**src/rtl/dacbuf_pkg.sv**
```systemverilog
package dacbuf_pkg;

  typedef enum logic {
    MODE_RING = 1'b0,
    MODE_FIFO = 1'b1
  } buf_mode_e;

  // Status bit positions, decoded by software
  localparam int FLG_BOT = 0;
  localparam int FLG_TOP = 1;
  localparam int FLG_WM  = 2;
  localparam int NFLG    = 3;

  localparam logic [NFLG-1:0] FLAGS_RESET = 3'b010;

  // Watermark threshold in words
  function automatic logic [2:0] wm_words(input logic [1:0] sel);
    return {1'b0, sel} + 3'd1;
  endfunction

endpackage

```
**src/rtl/dacbuf_store.sv**
```systemverilog
module dacbuf_store #(
  parameter int DEPTH = 16,
  parameter int DW    = 12,
  parameter int AW    = 4
) (
  input  logic          clk_i,
  input  logic          rst_ni,
  input  logic          we_i,
  input  logic [AW-1:0] waddr_i,
  input  logic [DW-1:0] wdata_i,
  input  logic [AW-1:0] raddr_i,
  output logic [DW-1:0] rdata_o
);

  logic [DW-1:0] rows [DEPTH];

  for (genvar g = 0; g < DEPTH; g++) begin : g_row
    logic [DW-1:0] row_q;
    always_ff @(posedge clk_i) begin
      if (!rst_ni) begin
        row_q <= '0;
      end else if (we_i && (waddr_i == AW'(g))) begin
        row_q <= wdata_i;
      end
    end
    assign rows[g] = row_q;
  end

  assign rdata_o = rows[raddr_i];

endmodule

```
**src/rtl/dacbuf_ptrs.sv**
```systemverilog
module dacbuf_ptrs
  import dacbuf_pkg::*;
#(
  parameter int DEPTH = 16,
  parameter int AW    = 4,
  parameter int CW    = 5
) (
  input  logic            clk_i,
  input  logic            rst_ni,
  input  logic            fifo_i,
  input  logic            reinit_i,
  input  logic [AW-1:0]   upper_i,
  input  logic [1:0]      wm_sel_i,
  input  logic            wr_valid_i,
  input  logic [AW-1:0]   wr_idx_i,
  input  logic            trig_i,
  input  logic            full_flag_i,
  output logic [AW-1:0]   rd_ptr_o,
  output logic [AW-1:0]   wr_addr_o,
  output logic            wr_en_o,
  output logic [NFLG-1:0] set_ev_o,
  output logic [NFLG-1:0] hwclr_ev_o
);

  function automatic logic [AW-1:0] ring_next(input logic [AW-1:0] p,
                                              input logic [AW-1:0] lim);
    return (p >= lim) ? '0 : p + AW'(1);
  endfunction

  function automatic logic [AW-1:0] fifo_next(input logic [AW-1:0] p);
    return (p == AW'(DEPTH - 1)) ? '0 : p + AW'(1);
  endfunction

  function automatic logic [AW-1:0] ring_left(input logic [AW-1:0] p,
                                              input logic [AW-1:0] lim);
    return (p >= lim) ? '0 : lim - p;
  endfunction

  function automatic logic below_wm(input logic [CW-1:0] n,
                                    input logic [1:0] sel);
    return n < CW'(wm_words(sel));
  endfunction

  logic [AW-1:0] rd_q, wr_q, rd_nx;
  logic [CW-1:0] cnt_q, cnt_nx;
  logic          adv_ev;   // head/pointer moves this cycle
  logic          wr_acc;   // write accepted this cycle

  always_comb begin
    adv_ev     = 1'b0;
    wr_acc     = 1'b0;
    rd_nx      = rd_q;
    cnt_nx     = cnt_q;
    set_ev_o   = '0;
    hwclr_ev_o = '0;
    wr_addr_o  = wr_idx_i;
    if (!reinit_i) begin
      if (fifo_i) begin
        wr_addr_o = wr_q;
        wr_acc    = wr_valid_i && !full_flag_i;
        adv_ev    = trig_i && (cnt_q >= CW'(2));
        if (adv_ev) rd_nx = fifo_next(rd_q);
        cnt_nx = cnt_q + CW'(wr_acc) - CW'(adv_ev);
        set_ev_o[FLG_TOP]   = (cnt_nx == CW'(1)) && (cnt_q != CW'(1));
        hwclr_ev_o[FLG_TOP] = cnt_nx > CW'(1);
        set_ev_o[FLG_BOT]   = wr_acc && !adv_ev && (cnt_nx == CW'(DEPTH));
        hwclr_ev_o[FLG_BOT] = adv_ev;
        set_ev_o[FLG_WM]    = adv_ev && !wr_acc && !below_wm(cnt_q, wm_sel_i)
                              && below_wm(cnt_nx, wm_sel_i);
        hwclr_ev_o[FLG_WM]  = wr_acc;
      end else begin
        wr_acc = wr_valid_i;
        adv_ev = trig_i;
        if (adv_ev) rd_nx = ring_next(rd_q, upper_i);
        set_ev_o[FLG_TOP] = adv_ev && (rd_nx == '0) && (rd_q != '0);
        set_ev_o[FLG_BOT] = adv_ev && (rd_nx == upper_i) && (rd_q != upper_i);
        set_ev_o[FLG_WM]  = adv_ev
                            && !below_wm(CW'(ring_left(rd_q, upper_i)), wm_sel_i)
                            && below_wm(CW'(ring_left(rd_nx, upper_i)), wm_sel_i);
      end
    end
  end

  always_ff @(posedge clk_i) begin
    if (!rst_ni || reinit_i) begin
      rd_q  <= '0;
      wr_q  <= '0;
      cnt_q <= '0;
    end else begin
      rd_q  <= rd_nx;
      cnt_q <= cnt_nx;
      if (fifo_i && wr_acc) wr_q <= fifo_next(wr_q);
    end
  end

  assign rd_ptr_o = rd_q;
  assign wr_en_o  = wr_acc;

  // a trigger with one word or none left leaves the head in place
  p_stall_low_r9: assert property (@(posedge clk_i) disable iff (!rst_ni)
    (fifo_i && !reinit_i && trig_i && cnt_q <= CW'(1)) |=> $stable(rd_q));

  // the queue never holds more than its depth
  p_cnt_bound_r10: assert property (@(posedge clk_i) disable iff (!rst_ni)
    cnt_q <= CW'(DEPTH));

  // a write while full changes nothing
  p_drop_full_r10: assert property (@(posedge clk_i) disable iff (!rst_ni)
    (fifo_i && !reinit_i && full_flag_i && wr_valid_i && !trig_i)
      |=> ($stable(cnt_q) && $stable(wr_q)));

  // leaving the last ring index lands on zero
  p_ring_wrap_r2: assert property (@(posedge clk_i) disable iff (!rst_ni)
    (!fifo_i && !reinit_i && trig_i && rd_q == upper_i) |=> (rd_q == '0));

endmodule

```
**src/rtl/dacbuf_flags.sv**
```systemverilog
module dacbuf_flags
  import dacbuf_pkg::*;
(
  input  logic            clk_i,
  input  logic            rst_ni,
  input  logic            reinit_i,
  input  logic            fifo_i,
  input  logic [NFLG-1:0] set_ev_i,
  input  logic [NFLG-1:0] hwclr_ev_i,
  input  logic            sw_we_i,
  input  logic [NFLG-1:0] sw_clr_n_i,
  input  logic            dma_en_i,
  input  logic            dma_done_i,
  output logic [NFLG-1:0] flags_o
);

  logic [NFLG-1:0] clr_mask;
  logic [NFLG-1:0] sw_clr_ev;

  // Queue mode: only the nearly-empty flag yields to software
  assign clr_mask  = fifo_i ? (NFLG'(1) << FLG_TOP) : '1;
  assign sw_clr_ev = (({NFLG{sw_we_i}} & ~sw_clr_n_i) |
                      {NFLG{dma_en_i && dma_done_i}}) & clr_mask;

  for (genvar i = 0; i < NFLG; i++) begin : g_flag
    logic bit_q;
    always_ff @(posedge clk_i) begin
      if (!rst_ni || reinit_i) begin
        bit_q <= FLAGS_RESET[i];
      end else if (set_ev_i[i]) begin
        bit_q <= 1'b1;
      end else if (hwclr_ev_i[i] || sw_clr_ev[i]) begin
        bit_q <= 1'b0;
      end
    end
    assign flags_o[i] = bit_q;

    // a hardware set always lands, whatever else happens that cycle
    p_set_wins_r6: assert property (@(posedge clk_i) disable iff (!rst_ni)
      set_ev_i[i] |=> flags_o[i]);
  end

  // the full flag holds until a head advance clears it
  p_full_sticky_r10: assert property (@(posedge clk_i) disable iff (!rst_ni)
    (fifo_i && !reinit_i && flags_o[FLG_BOT] && !hwclr_ev_i[FLG_BOT])
      |=> flags_o[FLG_BOT]);

  // DMA completion in ring mode empties the status
  p_dma_clear_r7: assert property (@(posedge clk_i) disable iff (!rst_ni)
    (!fifo_i && !reinit_i && dma_en_i && dma_done_i && set_ev_i == '0)
      |=> (flags_o == '0));

endmodule

```
**src/rtl/dacbuf_ctrl.sv**
```systemverilog
module dacbuf_ctrl
  import dacbuf_pkg::*;
#(
  parameter  int DEPTH = 16,
  parameter  int DW    = 12,
  localparam int AW    = $clog2(DEPTH)
) (
  input  logic          clk_i,
  input  logic          rst_ni,
  input  logic          fifo_mode_i,
  input  logic [AW-1:0] upper_idx_i,
  input  logic [1:0]    wm_sel_i,
  input  logic          wr_valid_i,
  input  logic [AW-1:0] wr_idx_i,
  input  logic [DW-1:0] wr_data_i,
  input  logic          trig_i,
  input  logic          stat_we_i,
  input  logic [2:0]    stat_clr_n_i,
  input  logic          dma_en_i,
  input  logic          dma_done_i,
  output logic [DW-1:0] dac_o,
  output logic [7:0]    stat_o,
  output logic          dma_req_o
);

  localparam int CW = $clog2(DEPTH + 1);

  buf_mode_e       mode_q;
  logic            reinit;
  logic            fifo_on;
  logic [AW-1:0]   rd_ptr, wr_addr;
  logic            wr_en;
  logic [NFLG-1:0] set_ev, hwclr_ev, flags;

  assign fifo_on = (mode_q == MODE_FIFO);
  assign reinit  = (buf_mode_e'(fifo_mode_i) != mode_q);

  always_ff @(posedge clk_i) begin
    if (!rst_ni) mode_q <= MODE_RING;
    else         mode_q <= buf_mode_e'(fifo_mode_i);
  end

  dacbuf_ptrs #(.DEPTH(DEPTH), .AW(AW), .CW(CW)) u_ptrs (
    .clk_i       (clk_i),
    .rst_ni      (rst_ni),
    .fifo_i      (fifo_on),
    .reinit_i    (reinit),
    .upper_i     (upper_idx_i),
    .wm_sel_i    (wm_sel_i),
    .wr_valid_i  (wr_valid_i),
    .wr_idx_i    (wr_idx_i),
    .trig_i      (trig_i),
    .full_flag_i (flags[FLG_BOT]),
    .rd_ptr_o    (rd_ptr),
    .wr_addr_o   (wr_addr),
    .wr_en_o     (wr_en),
    .set_ev_o    (set_ev),
    .hwclr_ev_o  (hwclr_ev)
  );

  dacbuf_store #(.DEPTH(DEPTH), .DW(DW), .AW(AW)) u_store (
    .clk_i   (clk_i),
    .rst_ni  (rst_ni),
    .we_i    (wr_en),
    .waddr_i (wr_addr),
    .wdata_i (wr_data_i),
    .raddr_i (rd_ptr),
    .rdata_o (dac_o)
  );

  dacbuf_flags u_flags (
    .clk_i      (clk_i),
    .rst_ni     (rst_ni),
    .reinit_i   (reinit),
    .fifo_i     (fifo_on),
    .set_ev_i   (set_ev),
    .hwclr_ev_i (hwclr_ev),
    .sw_we_i    (stat_we_i),
    .sw_clr_n_i (stat_clr_n_i),
    .dma_en_i   (dma_en_i),
    .dma_done_i (dma_done_i),
    .flags_o    (flags)
  );

  assign stat_o    = {5'b0, flags};
  assign dma_req_o = dma_en_i && (flags[FLG_WM] || flags[FLG_TOP]);

  // a mode change brings the status back to its reset value
  p_reinit_stat_r12: assert property (@(posedge clk_i) disable iff (!rst_ni)
    reinit |=> (stat_o == 8'h02));

endmodule

```
**config.mk**
```make
export PLATFORM = sky130hd
export DESIGN_NAME = dacbuf_ctrl
export DESIGN_NICKNAME = d
export VERILOG_FILES = /design/src/rtl/dacbuf_pkg.sv /design/src/rtl/dacbuf_store.sv /design/src/rtl/dacbuf_ptrs.sv /design/src/rtl/dacbuf_flags.sv /design/src/rtl/dacbuf_ctrl.sv
export SDC_FILE = /design/constraint.sdc
export NUM_CORES = 1
export LEC_CHECK = 0
export ABC_AREA = 1
export BUFFER_PORTS_ARGS = -buffer_cell sky130_fd_sc_hd__buf_2
export CORE_MARGIN = 2
export CORE_UTILIZATION = 49
export CTS_BUF_LIST = sky130_fd_sc_hd__clkbuf_8
export CTS_CLUSTER_SIZE = 14
export DETAILED_ROUTE_END_ITERATION = 10
export PLACE_DENSITY = 0.77
export SLEW_MARGIN = 5
export SYNTH_ARGS = -nofsm -noshare
export SYNTH_HDL_FRONTEND = slang
export SYNTH_SLANG_ARGS = --single-unit
```
**constraint.sdc**
```tcl
create_clock -name clk_i -period 4.2 [get_ports clk_i]
set_input_delay 0.63 -clock clk_i [delete_from_list [all_inputs] [get_ports clk_i]]
set_output_delay 0.63 -clock clk_i [all_outputs]
set_load 0.005 [all_outputs]
```
==> results of run 1 <==
## cell families (layout without fill, tap and decap cells)
group | count (synthesis) | count (layout)
adders and majority gates | 32 | 32
and+or+nand+nor | 663 | 663
other | 1 | 5
AOI/OAI and AO/OA | 397 | 397
buffers and inverters | 197 | 202
DFF | 209 | 209
xor gates and xnor gates | 6 | 6
## worst reg2reg max path: stages, from the launching register on
cell and delay (ns):
dfxtp_4 0.37, ha_1 0.14, inv_1 0.06, fa_1 0.40
nand3_1 0.10, nand3_1 0.09, nand2_1 0.11, inv_1 0.08
nand3_1 0.07, o21ai_1 0.10, ha_1 0.24, fa_1 0.36
inv_1 0.10, nand2_1 0.05, nand2_1 0.07, nand2_1 0.07
nor2_1 0.14, o21ai_0 0.11, a21oi_1 0.13, ha_1 0.25
a21oi_1 0.15, nand2_1 0.07, a21oi_1 0.13
## cells in the mapped netlist, types with 6 or more instances
cell,count
nor2_4,12
buf_4,17
dfxtp_1,209
o21ai_1,20
buf_6,7
buf_2,16
a21oi_1,23
ha_1,29
o22ai_1,32
o211ai_1,10
nor2_1,514
xor2_1,6
nand2_1,82
o221ai_1,16
inv_2,24
nand3_1,31
o21ai_0,286
clkbuf_1,72
inv_1,59
## per-layer routing
layer | GRT usage (%) | vias up | wire [µm]
li1 | - | 4887 | -
met1 | 35.3 | 4726 | 12800
met2 | 43.0 | 490 | 13700
met3 | 3.90 | 91 | 2470
met4 | 12.6 | 0 | 1180
met5 | 0.227 | - | 0
## power groups by stage
stage	clock (W)	combinational, W	sequential (W)
floorplan	0	0.000469	0.00208
global placement	0	0.000651	0.00209
detailed placement	0	0.000660	0.00209
CTS	0.00177	0.000664	0.00205
global route	0.00186	0.000751	0.00205
finish	0.00176	0.000676	0.00205
## through the flow
| stage | total power (W) | setup slack [ns] | instance area, µm² | utilization [%] | std cells |
|---|---|---|---|---|---|
| floorplan | 0.00255 | 0.772 | 10400 | - | 1509 |
| finish | 0.00448 | 0.742 | 11200 | 53.5 | 1789 |
| CTS | 0.00448 | 0.777 | 11200 | 53.5 | 1789 |
| global placement | 0.00274 | 0.505 | 10500 | 50.3 | 1730 |
| global route | 0.00466 | 0.370 | 11200 | 53.5 | 1789 |
| detailed placement | 0.00275 | 0.352 | 10500 | 50.3 | 1730 |
## worst min path at each step
stage | start | slack [ns] | endpoint | depth (start not counted)
6_report | fifo_mode_i | 0.32 | fifo_on | 3
5_1_grt | fifo_mode_i | 0.34 | fifo_on | 3
4_1_cts | fifo_mode_i | 0.31 | fifo_on | 3
3_5_place_dp | u_store.g_row[15].row_q[2] | 0.47 | u_store.g_row[15].row_q[2] | 2
3_3_place_gp | u_store.g_row[15].row_q[8] | 0.46 | u_store.g_row[15].row_q[8] | 2
2_1_floorplan | u_store.g_row[15].row_q[0] | 0.46 | u_store.g_row[15].row_q[0] | 2
## area by class of cell
type | count | area [µm²]
sequential | 209 | 4190
fill | 2023 | 9710
multi-input combinational | 1103 | 5330
clock inverter | 15 | 67.6
clock buffer | 44 | 606
timing repair buffer | 59 | 325
tap | 275 | 344
inverter | 84 | 315
## registers in the layout, summed over array words and instances, names as in the netlist
name	cells
u_ptrs.wr_q	4
u_flags.g_flag.bit_q	3
u_ptrs.cnt_q	5
u_ptrs.rd_ptr_o	4
u_store.g_row.row_q	192
fifo_on	1
==> reports/metrics.cfg, run 1 <==
[outcome]
status=finished clean

[sta]
max_slew_margin_pct=28.1
period_share_pct=82.3
hold_viol=0
drv_slew=0
fmax_mhz=289
setup_violations=0
timing.hold.ws_ns=0.319
rsz0062_at_grt=no
worst_pin_slew_ns=1.07
final.min_clock_period_ns=3.46
skew_ns=0.0176
finalSetupTns_ns=0

[clock_network]
clk_latency_ns=0.52
cts_resized=0
cts_root_buf=clkbuf_8
h-tree-depth=2
postCtsHoldBufs=0
cts_setup_buffers=0
numCtsBuffers=36
clk_pin_slew_ns=0.06
clkSinkCount=209
cts_tree=done
cts.path.max_buffers=3

[pwr]
seq_power_share_pct=45.7
swShare_pct=29.2
p_int_w=0.00317
ir_worst_vdd_v=0.000282
switchingPower_w=0.00131
p_per_area_mw_per_mm2=401
comb_power_share_pct=15.1
pwr-share-clk_pct=39.2
p_leak_nw=4.98

[detailed_routing]
routed-via-count=10200
dr.pass1.iters=6
drt-total-wl_um=30100
via_per_inst=5.70
drt_iter0_drc=980
wl_per_cell_um=16.8
drcViolationCount=0
ant_nets=0

[grt]
grt_max_degree=117
grtUsageTotal_pct=26.7
antenna_found_initial=0
grt_pass1_vias=9490
grt_pass1_wl_um=48000
grt_overflow=0

[setup_path]
cp.arrival_ns=3.90
worstReg2RegStart=u_ptrs.rd_ptr_o[0]
r2r_end=u_flags.g_flag[2].bit_q
cp_cell_sequence=ha_1 -> inv_1 -> fa_1 -> nand3_1 -> nand3_1 -> nand2_1 -> inv_1 -> nand3_1 -> o21ai_1 -> ha_1 -> fa_1 -> inv_1 -> nand2_1 -> nand2_1 -> nand2_1 -> nor2_1 -> o21ai_0 -> a21oi_1 -> ha_1 -> a21oi_1 -> nand2_1 -> a21oi_1
worst_path_most_repeated_cell=nand2_1
path_max_fanout=4
endpoint_kind=register
r2r_setup_slack_ns=0.74
start_kind=register
required_ns=4.64
cp_slowest_cell=fa_1
crit_buf_inv=3
critPathLaunch=u_ptrs.rd_ptr_o[0]
crit_family=adder cells
cp-endpoint=u_flags.g_flag[2].bit_q
path_class=register to register
worst-r2r-cell-count=22
cp.depth=22
slowest_delay_ns=0.40

[yosys]
async_flop_share_pct=0
postSynthAreaPerCell_um2=6.90
syn_area_mm2=0.0104
muxShareOfSynthArea_pct=0
synth-compound-area-share_pct=20.6
synthCells=1505
synth-xor-area-share_pct=0.506
yosysWarnings=0
synth_seq_cells=209
synthAdderAreaFrac_pct=4.08
ys.flop_type=dfxtp_1
ys_types=37
yosysTopAreaCell=dfxtp_1
synth_top_cells_by_area=dfxtp_1 (40%), nor2_1 (19%), o21ai_0 (14%), ha_1 (3.5%), nand2_1 (3.0%)
ys_seq_area_share_pct=40.3
synth_top_area_share_pct=40.3
synth_top_family_by_area=simple AND/OR/NAND/NOR gates
synth_edf_count=0
synthSimpleGateAreaFrac_pct=26.0

[floorplan]
core_area_mm2=0.0209
die-width_um=150
initial_utilization_pct=49.7
die_h_um=150
row_count=53
pin_count=54
die_area_mm2=0.0224

[job]
cap_violations=0

[cells_and_area]
final_common_cell=nor2_1
nNetsFinal=1558
drive_above_1_share_pct=10.3
mostFrequentLayoutCells=nor2_1 (514), o21ai_0 (286), dfxtp_1 (208), nand2_1 (82), inv_1 (70)
syn_to_final_growth_pct=7.72
antennaDiodeCount=0

[min_path]
min_path_type=primary input to register

[placed_design]
hpwl_um=18600
port_buffers=48
gp_congestion=0.858

(Power assumes the default switching activity.)
==> run 2, diff against run 1 <==
- clock period: 4.2 -> 3.27 ns (I/O delays scaled with it)
==> run 2 against run 1 <==
Compared with the run above:
- combinational power increased by 39%
- sequential cell count unchanged
- die area unchanged
- sequential power increased by 28%
- routed wire length increased by 1.9%
- largest cell class unchanged
- first-iteration DRC count increased by 0.51%
- clock skew decreased by 0.0019 ns
- hold slack got worse by 0.11 ns
- core utilization increased by 1.6 points
==> reports/metrics.cfg, run 2 (same netlist as run 1, synthesis figures left out) <==
[outcome]
status=finished clean

[cells_and_area]
largest_reg_flops=192
fin_cells=1820
mostFrequentLayoutCells=nor2_1 (511), o21ai_0 (284), dfxtp_1 (206), nand2_1 (79), inv_1 (74)
syn_to_final_growth_pct=10.8
regMostFlops=u_store.g_row.row_q
nNetsFinal=1583
antennaDiodeCount=0
drive_above_1_share_pct=13.1
final_common_cell=nor2_1
top_regs=u_store.g_row.row_q x192, u_ptrs.cnt_q x5

[clock_network]
clk_latency_ns=0.51
cts_tree=done
cts_root_buf=clkbuf_8
numCtsBuffers=36
clkSinkCount=209
h-tree-depth=2
clk_pin_slew_ns=0.06
cts.path.max_buffers=3

[detailed_routing]
wl_per_cell_um=16.8
routed-via-count=10200
ant_nets=0
dr.pass1.iters=5
drcViolationCount=0
drt_iter0_drc=985
drt-total-wl_um=30600
via_per_inst=5.63

[setup_path]
endpoint_kind=output port
required_ns=2.78
path_max_fanout=96
cp_cell_sequence=buf_4 -> o21ai_0 -> o221ai_1 -> o211ai_1 -> nand3_1 -> buf_2
path_class=register to output port
cp_slowest_cell=buf_4
slowest_delay_ns=0.76
crit_buf_inv=2
cp.arrival_ns=2.67
start_kind=register
crit_family=buffers and inverters

[sta]
drv_slew=0
skew_ns=0.0157
worst_pin_slew_ns=0.994
rsz0062_at_grt=yes
fmax_mhz=316
period_share_pct=96.7
max_slew_margin_pct=33.7
setup_violations=0
hold_viol=0
final.min_clock_period_ns=3.16

[floorplan]
core_area_mm2=0.0209
row_count=53
initial_utilization_pct=49.7
die_h_um=150
pin_count=54
die_area_mm2=0.0224
die-width_um=150

[grt]
grt_max_degree=194
grt_overflow=0
grt_pass1_vias=9847
grt_pass1_wl_um=49000
grtUsageTotal_pct=27.2
antenna_found_initial=0

[job]
cap_violations=0

[min_path]
min_path_type=primary input to register

[placed_design]
place_inst=1750
gp_congestion=0.890
hpwl_um=18700
port_buffers=48

[pwr]
ir_worst_vdd_v=0.000372
p_per_area_mw_per_mm2=510
pwr-share-clk_pct=39.2
total_power_w=0.00586
p_int_w=0.00416
swShare_pct=29.1
switchingPower_w=0.00171
p_leak_nw=5.16
seq_power_share_pct=44.9
comb_power_share_pct=16.0

==> run 2: layout make-up <==
type	instances	area (µm²)
clock buffers	45	619
repair buffers	84	536
fillers	2034	9390
well taps	275	344
clock inverters	20	85.1
flip-flops and latches	209	4190
multi-input cells	1103	5410
inverters	84	315
==> run 2: metal layers <==
layer  vias to the layer above  share of wire, %  track usage (%)
li1                       4942                 -                -
met5                         -                 0                0
met2                       475                47             46.2
met3                        84               9.0             4.48
met1                      4741                41             34.4
met4                         0               3.2             10.9
==> run 2: power by group through the flow <==
stage	clock network, W	registers [W]	logic (W)
3_3_place_gp	0	0.00268	0.000864
2_1_floorplan	0	0.00267	0.000608
4_1_cts	0.00232	0.00263	0.000880
6_report	0.00230	0.00263	0.000937
3_5_place_dp	0	0.00268	0.000877
5_1_grt	0.00244	0.00264	0.00104
==> run 2: final timing paths <==
| path | from | endpoint | slack, ns | depth (start not counted) |
|---|---|---|---|---|
| setup / recovery | u_ptrs.rd_ptr_o[0] | dac_o[2] | 0.11 | 6 |
| hold / removal | fifo_mode_i | fifo_on | 0.21 | 3 |
| setup reg to reg | u_ptrs.rd_ptr_o[0] | u_flags.g_flag[2].bit_q | 0.16 | 22 |
| hold reg to reg | u_store.g_row[15].row_q[6] | u_store.g_row[15].row_q[6] | 0.49 | 2 |
==> run 2: per-stage QoR <==
step           TNS (ns)  hold slack, ns  setup WS, ns  util (%)  cell area [µm²]
2_1_floorplan         0           0.455        0.0177         -            10400
3_3_place_gp     -0.193           0.465        -0.193      51.1            10700
3_5_place_dp     -0.270           0.481        -0.270      51.1            10700
4_1_cts               0           0.192      0.000295      54.5            11400
5_1_grt         -0.0833           0.232       -0.0507      55.1            11500
6_report              0           0.211         0.107      55.1            11500
==> run 2: worst min-delay path: stages <==
cell and delay (ns):
buf_2 0.10, nand2_1 0.05, inv_1 0.04
==> run 2: repair_timing <==
| action | in CTS | in global routing |
|---|---|---|
| endpoints found under the setup margin | 1 | 7 |
| pin swaps | 0 | 7 |
| cloned | 0 | 0 |
| gates resized for setup | 1 | 27 |
| setup buffers | 0 | 5 |
| hold buffers | 0 | 0 |
